<file path="config.mk">
export PLATFORM = sky130hd
export DESIGN_NAME = mem_bank_decoder
export DESIGN_NICKNAME = d
export VERILOG_FILES = /design/src/rtl/mem_bank_decoder.sv
export SDC_FILE = /design/constraint.sdc
export NUM_CORES = 1
export LEC_CHECK = 0
export CELL_PAD_IN_SITES_DETAIL_PLACEMENT = 1
export CELL_PAD_IN_SITES_GLOBAL_PLACEMENT = 1
export CORE_AREA = 2 2 126 128
export CTS_BUF_LIST = sky130_fd_sc_hd__clkbuf_16
export DETAILED_ROUTE_END_ITERATION = 10
export DIE_AREA = 0 0 128 130
export GPL_ROUTABILITY_DRIVEN = 0
export PLACE_DENSITY_LB_ADDON = 0.1
export RECOVER_POWER = 50
export SLEW_MARGIN = 20
export SYNTH_ARGS = -nofsm -noshare
export SYNTH_HDL_FRONTEND = slang
export SYNTH_SLANG_ARGS = --single-unit
export TNS_END_PERCENT = 30
</file>
<file path="constraint.sdc">
create_clock -name clk -period 9.08 [get_ports clk]
set_clock_uncertainty 0.2 [all_clocks]
set_input_delay 1.816 -clock clk [delete_from_list [all_inputs] [get_ports clk]]
set_output_delay 1.816 -clock clk [all_outputs]
set_load 0.02 [all_outputs]
</file>
<file path="src/rtl/mem_bank_decoder.sv">
`timescale 1ns/1ps
module mem_bank_decoder #(
  parameter int NS          = 6,
  parameter int END_W       = 5,
  parameter int UNIT_LOG2   = 23,
  parameter int ADDR_W      = 32,
  parameter int SMALL_UNITS = 1,
  parameter int BIG_UNITS   = 4,
  localparam int IDX_W      = $clog2(NS + 2),
  localparam int OFS_W      = UNIT_LOG2 + $clog2(BIG_UNITS)
) (
  input  logic              clk,
  input  logic              rst_n,
  input  logic [NS-1:0]     present,
  input  logic [NS-1:0]     big,
  input  logic              cfg_we,
  input  logic [IDX_W-1:0]  cfg_idx,
  input  logic [END_W-1:0]  cfg_end,
  input  logic [ADDR_W-1:0] addr,
  output logic [NS-1:0]     bank_sel,
  output logic [OFS_W-1:0]  bank_offset,
  output logic              miss
);
  localparam int ENTRIES = 1 << IDX_W;
  localparam int UCW     = ADDR_W - UNIT_LOG2 + 1;
  localparam int HI_W    = OFS_W - UNIT_LOG2;

  logic [END_W-1:0]           end_tab [ENTRIES];
  logic [NS-1:0][END_W-1:0]   start_of;
  logic [NS-1:0][END_W-1:0]   base_q;
  logic [NS-1:0]              en_q, prog_q;
  logic [NS-1:0][UCW-1:0]     size_u, auto_base, map_base;
  logic [NS-1:0]              map_en, hit;
  logic [HI_W-1:0]            hi_u;

  wire [UCW-1:0] addr_w = {1'b0, addr[ADDR_W-1:UNIT_LOG2]};

  always_ff @(posedge clk or negedge rst_n) begin
    if (!rst_n) begin
      for (int e = 0; e < ENTRIES; e++) end_tab[e] <= '0;
      base_q <= '0;
      en_q   <= '0;
      prog_q <= '0;
    end else if (cfg_we) begin
      end_tab[cfg_idx] <= cfg_end;
      for (int s = 0; s < NS; s++) begin
        if (cfg_idx == IDX_W'(s + 1) && present[s]) begin
          prog_q[s] <= 1'b1;
          base_q[s] <= start_of[s];
          en_q[s]   <= (cfg_end != start_of[s]);
        end
      end
    end
  end

  always_comb begin
    logic [UCW-1:0] acc;
    acc = '0;
    for (int s = 0; s < NS; s++) begin
      auto_base[s] = acc;
      if (present[s]) acc = acc + size_u[s];
    end
  end

  for (genvar s = 0; s < NS; s++) begin : g_sock
    if (s == 0) begin : g_first
      assign start_of[s] = '0;
    end else begin : g_next
      assign start_of[s] = end_tab[s];
    end
    assign size_u[s]   = big[s] ? UCW'(BIG_UNITS) : UCW'(SMALL_UNITS);
    assign map_base[s] = prog_q[s] ? UCW'(base_q[s]) : auto_base[s];
    assign map_en[s]   = present[s] & (~prog_q[s] | en_q[s]);
    assign hit[s]      = map_en[s] && (addr_w >= map_base[s])
                         && (addr_w < map_base[s] + size_u[s]);
  end

  always_comb begin
    bank_sel = '0;
    hi_u     = '0;
    for (int s = 0; s < NS; s++) begin
      if (hit[s]) begin
        bank_sel    = '0;
        bank_sel[s] = 1'b1;
        hi_u        = HI_W'(addr_w - map_base[s]);
      end
    end
  end

  assign bank_offset = miss ? '0 : {hi_u, addr[UNIT_LOG2-1:0]};
  assign miss        = ~|hit;
endmodule

</file>
# After elaboration in Yosys (flattened, before gate mapping)
# Cells that the tools add are included.
[classes]
n_bitwise = 19
muxes = 32
addsub = 14
eq_ne = 11
magnitude_cmp = 14
n_reduce_logical = 28
[ops]
columns = ["op", "n"]
rows = [
  ["$mux W10", 8],
  ["$add A10 B10 Y10", 4],
  ["$add A10 B3 Y10", 4],
  ["$bwmux W40", 1],
  ["$ge A9 B10 Y1", 4],
  ["$lt A9 B10 Y1", 4],
  ["$mux W6", 5],
  ["$mux W25", 1],
  ["$ne A5 B5 Y1", 5],
  ["$mux W3", 7],
  ["$logic_and A1 B1 Y1", 19],
  ["$demux W5 S3", 1],
  ["$mux W2", 6],
  ["$reduce_and A2 Y1", 6],
  ["$mux W5", 2],
  ["$sub A2 B2 Y2", 5],
  ["$eq A3 B3 Y1 const B", 3],
  ["$ge A9 B1 Y1 const B", 1],
  ["$ge A9 B5 Y1", 1],
  ["$lt A9 B3 Y1", 1],
  ["$lt A9 B6 Y1", 1],
  ["$add A5 B3 Y6", 1],
  ["$and A1 B1 Y1", 6],
  ["$eq A3 B2 Y1 const B", 2],
  ["other kinds (10)", 20],
]
[totals]
regBits = 77
out_inout_bits = 32

# Depth between registers and ports, before layout
[logic_depth]
depth_word = 16
mapped_depth = 34
mapped_depth_nobuf = 33

# Least setup slack after synthesis
# No wires, ideal clock.
[synth_path]
path_kind = "input to output"
from = "input port big[0]"
to = "output port bank_offset[23]"
cell_stages = 31
slack_ps = -667
required_time_ps = 7064
arrival_ps = 7731
cell_sequence = "inv_1 -> nand2_1 -> inv_1 -> ha_1 -> nand2_1 -> o21ai_0 -> ha_1 -> ha_1 -> xnor2_1 -> a21oi_1 -> ha_1 -> xnor2_1 -> nand2_1 -> o21ai_0 -> inv_1 -> ha_1 -> nand2_1 -> a311oi_1 -> o21ai_0 -> xnor3_1 -> mux2i_1 -> or2_2 -> or3_1 -> ha_1 -> a21o_1 -> a221oi_1 -> o31ai_1 -> a31oi_1 -> nor3_1 -> a22oi_1 -> o21a_1"
[synth_via]
elab_chain_cells = 16
[synth_rtl]
columns = ["element", "line", "text"]
rows = [
  ["start: declaration", "15", "input logic [NS-1:0] big,"],
  ["$mux W3 (*)", "71", "assign size_u[s] = big[s] ? UCW'(BIG_UNITS) : UCW'(SMALL_UNITS);"],
  ["$mux W3", "61", "if (present[s]) acc = acc + size_u[s];"],
  ["$add A10 B10 Y10", "61", ""],
  ["$mux W10", "61", ""],
  ["$add A10 B10 Y10", "61", ""],
  ["$mux W10", "61", ""],
  ["$add A10 B10 Y10", "61", ""],
  ["$mux W10", "61", ""],
  ["$add A10 B10 Y10", "61", ""],
  ["$mux W10", "61", ""],
  ["$mux W10", "72", "assign map_base[s] = prog_q[s] ? UCW'(base_q[s]) : auto_base[s];"],
  ["$add A10 B3 Y10 / $ge A9 B10 Y1 (equally long branches)", "75, 74", ""],
  ["$lt A9 B10 Y1 / $logic_and A1 B1 Y1 (equally long branches)", "75, 74", ""],
  ["$logic_and A1 B1 Y1", "75", "&& (addr_w < map_base[s] + size_u[s]);"],
  ["$reduce_or A6 Y1 / $mux W2 (equally long branches)", "91, 82", ""],
  ["$mux W25 (*)", "90", "assign bank_offset = miss ? '0 : {hi_u, addr[UNIT_LOG2-1:0]};"],
  ["end: declaration", "21", "output logic [OFS_W-1:0] bank_offset,"],
]
# Mark *: on every way between the ends. The rest lies on a longest branch, timed or not.

# Worst setup path in the final report
[layout_path]
from = "input port big[0]"
to = "output port bank_offset[11]"
[layout_via]
elab_chain_cells = 16
[layout_rtl]
columns = ["element", "line", "text"]
rows = [
  ["$mux W3 (*)", "71", ""],
  ["$mux W3", "61", ""],
  ["$add A10 B10 Y10", "61", ""],
  ["$mux W10", "61", ""],
  ["$add A10 B10 Y10", "61", ""],
  ["$mux W10", "61", ""],
  ["$add A10 B10 Y10", "61", ""],
  ["$mux W10", "61", ""],
  ["$add A10 B10 Y10", "61", ""],
  ["$mux W10", "61", ""],
  ["$mux W10", "72", ""],
  ["$add A10 B3 Y10 / $ge A9 B10 Y1 (equally long branches)", "75, 74", ""],
  ["$lt A9 B10 Y1 / $logic_and A1 B1 Y1 (equally long branches)", "75, 74", ""],
  ["$logic_and A1 B1 Y1", "75", ""],
  ["$reduce_or A6 Y1 (*)", "91", "assign miss = ~|hit;"],
  ["$mux W25 (*)", "90", ""],
]
# Marked as above.

==> results.md <==
• status: finished with violations
• failing checks: max-capacitance violations, max-slew violations, negative setup slack
• CP Buf/Inv Count: 7
• vias in the first global route: 5460
• arrival time worst endpoint: 7.36 ns
• smallest setup slack after layout: -0.293 ns
• number of nets with antenna violations after routing: 0
• clock insertion delay at the later pin of the skew report: 0.32 ns
• total standard cell area after synthesis: 5680 sq um
• Post-synth EDFFs: 0
• clock buffer count from CTS: 9
• number of different library cells in the post-synthesis netlist: 66
• pre-CTS setup slack: -1.48 ns
• Clock Root Buffer: clkbuf_16
• highest clock frequency the design can meet: 107 MHz
• number of maximum-capacitance constraint violations: 1
• first-pass GRT wire length: 28100 um
• clock tree from TritonCTS: built
• detailed-route via count: 5076
• number of warnings reported in the yosys synthesis log: 0
• number of antenna violations at the first check in global routing: 0
• power density cells: 170 nW/um^2
• leading cell types by total area after synthesis: dfrtp_1 (27%), ha_1 (18%), mux2_2 (9.1%), nand2_1 (5.8%), xnor2_1 (5.1%)
• DIE WIDTH: 128 um
• floorplan die height: 130 um
• Overall Global Routing Usage: 0.216
• unrepaired setup endpoints after global routing: true
• Min-Delay Path Class: reg -> reg
• sort of element at the start of the critical path: input port
• flop and latch count out of synthesis: 62
• deepest level of the CTS H-tree: 3
• Area Growth Syn to Fin: 41.1%
• DR vias/cell: 5.16
• share of async-settable or async-resettable flops after synthesis: 1.00
• total DRC errors in the routed layout: 0
• peak supply drop: 0.104 mV
• total iterations of the first detailed-routing run: 4
• share of synthesized area occupied by flip-flops and latches: 0.273
• number of setup violations in the final report: 31
• Starting Density: 0.368
• Crit-path slowest cell: a221oi_2
• final count of pins violating max slew: 63
• Clock Pin Slew Worst Setup and Hold Paths: 0.05 ns
• routed wire length per instance: 17.7 um
• share of the synthesized area in the top cell type: 0.273
• maximum fanout along the worst path: 6
• total wire length: 17400 um
• delay of the slowest cell on the worst path: 0.30 ns
• area of the die: 16600 sq um
• synthesized instance count: 617
• data required time of the worst path: 7.06 ns
• worst setup path class: in -> out
• crit share post-route: 1.03
• top cells by instance count after synthesis: nand2_1 (88), ha_1 (82), dfrtp_1 (62)
• Layout Nets: 928
• clock buffer depth: 2
• sinks on the clock net: 62
• Starting DRT DRC Count: 114
• most frequently used cell type in the post-synthesis netlist: nand2_1
• Core Util, Final: 0.519
• most frequent cell on the critical path: ha_4
• share of cells above drive strength 1: 0.326
• pin count of the biggest net entering global routing: 63
• critical path's top delay family: compound AO/OA/AOI/OAI gates
• top_reg_cell synth: dfrtp_1
• number of buffers added on ports: 86
• count of pins on the block boundary: 87
• Post-DP HPWL: 14000 um
• number of placement rows: 46
• worst slew margin relative to its limit: -1.21
• overall overflow remaining after global route: 0
• Crit. End Element: output port
• average size of a mapped cell: 9.20 sq um
• total power: 1360 uW
• library cell occupying the most area in the post-synthesis netlist: dfrtp_1
• shortest period the worst path allows: 9.37 ns
• Fillers: 1748
• transition time at the pin with the least slew margin: 3.31 ns
• number of failing hold endpoints at the final stage: 0
• leakage power summed over all cells: 0.00370 uW
• core area: 15400 sq um
• diode count: 0
==> layout make-up <==
cell class                      instances  area (sq um)  area share
Clock buffer                            9           225      0.0281
Clock inverter                          7          32.5     0.00406
Tap cell                              192           240      0.0300
Timing Repair Buffer                  173          1590       0.199
Inverter                               38           145      0.0181
Multi-Input combinational cell        503          4220       0.527
Sequential cell                        62          1550       0.194
==> layer usage <==
layer,GRT usage,up-vias,share of wire
met5,0,-,0
met3,0.0230,12,0.031
met4,0.0478,0,0.010
li1,-,2503,-
met2,0.398,87,0.50
met1,0.274,2474,0.46
==> timing repair <==
action,4_1_cts,5_1_grt
resized for setup,232,13
cloned,3,0
endpoints found under the setup margin,32,32
setup buffers,16,4
hold buffers,0,0
pin swaps,35,21
==> power by group <==
part           switching, uW  internal [uW]  leakage [uW]  total [uW]
clock                    110            179      0.000129         289
sequential              63.6            343      0.000753         406
combinational            316            347       0.00282         663
total                    489            869       0.00370        1360
==> placed cells by master (no fill, tap or decap), types with 3 or more instances in the layout <==
cell / count
xnor2_2: 3
a21oi_1: 20
clkinv_1: 3
inv_1: 35
ha_1: 73
or3_1: 3
inv_2: 3
a211oi_1: 5
clkbuf_16: 9
a21boi_0: 3
o21ai_0: 23
xor2_1: 14
o211ai_1: 4
clkdlybuf4s50_1: 48
nor3_2: 3
nand2_1: 86
buf_6: 31
conb_1: 3
buf_4: 83
nand3_1: 10
fa_1: 4
a31oi_1: 5
ha_4: 8
dfrtp_1: 62
nor2_1: 23
and2_4: 24
mux2_2: 46
a21o_1: 12
nor3_1: 13
mux2i_1: 4
xnor2_1: 30
nand4_1: 4
nand2b_1: 13
or2_2: 4
buf_2: 3
o21a_1: 3
==> worst reg2reg max path, cell delays in order (launching register included) <==
cell and delay (ns):
dfrtp_1 0.41, xnor2_1 0.19, nand3_1 0.12, nor3_1 0.23, o21ai_0 0.10
==> state kept, by name (all words and copies together) (netlist names) <==
signal / count
base_q: 25
en_q: 6
end_tab: 25
prog_q: 6
==> metrics by stage <==
| step | hold slack, ns | std cells | setup TNS, ns | cell area (sq um) |
|---|---|---|---|---|
| 2_1_floorplan | 0.241 | 619 | 0 | 5830 |
| 4_1_cts | 0.298 | 984 | -7.86 | 8000 |
| 6_report | 0.288 | 984 | -7.72 | 8010 |
| 5_1_grt | 0.331 | 984 | -15.65 | 8010 |
| 3_3_place_gp | 0.269 | 949 | -39.46 | 7350 |
| 3_5_place_dp | 0.286 | 949 | -44.42 | 7350 |
==> path summary, 6_finish.rpt <==
path | start | endpoint | slack, ns | cells past startpoint
min in group asynchronous | rst_n | base_q[25] | 2.50 | 2
max reg2reg | end_tab[14] | en_q[5] | 7.71 | 4
min reg2reg | en_q[5] | en_q[5] | 0.29 | 2
min | en_q[5] | en_q[5] | 0.29 | 2
max in group asynchronous | rst_n | end_tab[31] | 4.30 | 2
max | big[0] | bank_offset[11] | -0.29 | 37
==> cells by family after synthesis <==
logic type,synth area share
buffers and inverters,0.0388
xor gates and xnor gates,0.0829
AOI/OAI and AO/OA,0.129
adders and majority gates,0.195
DFF,0.273
and+or+nand+nor,0.179
other,0.000660
muxes,0.102
(Power assumes the default switching activity.)
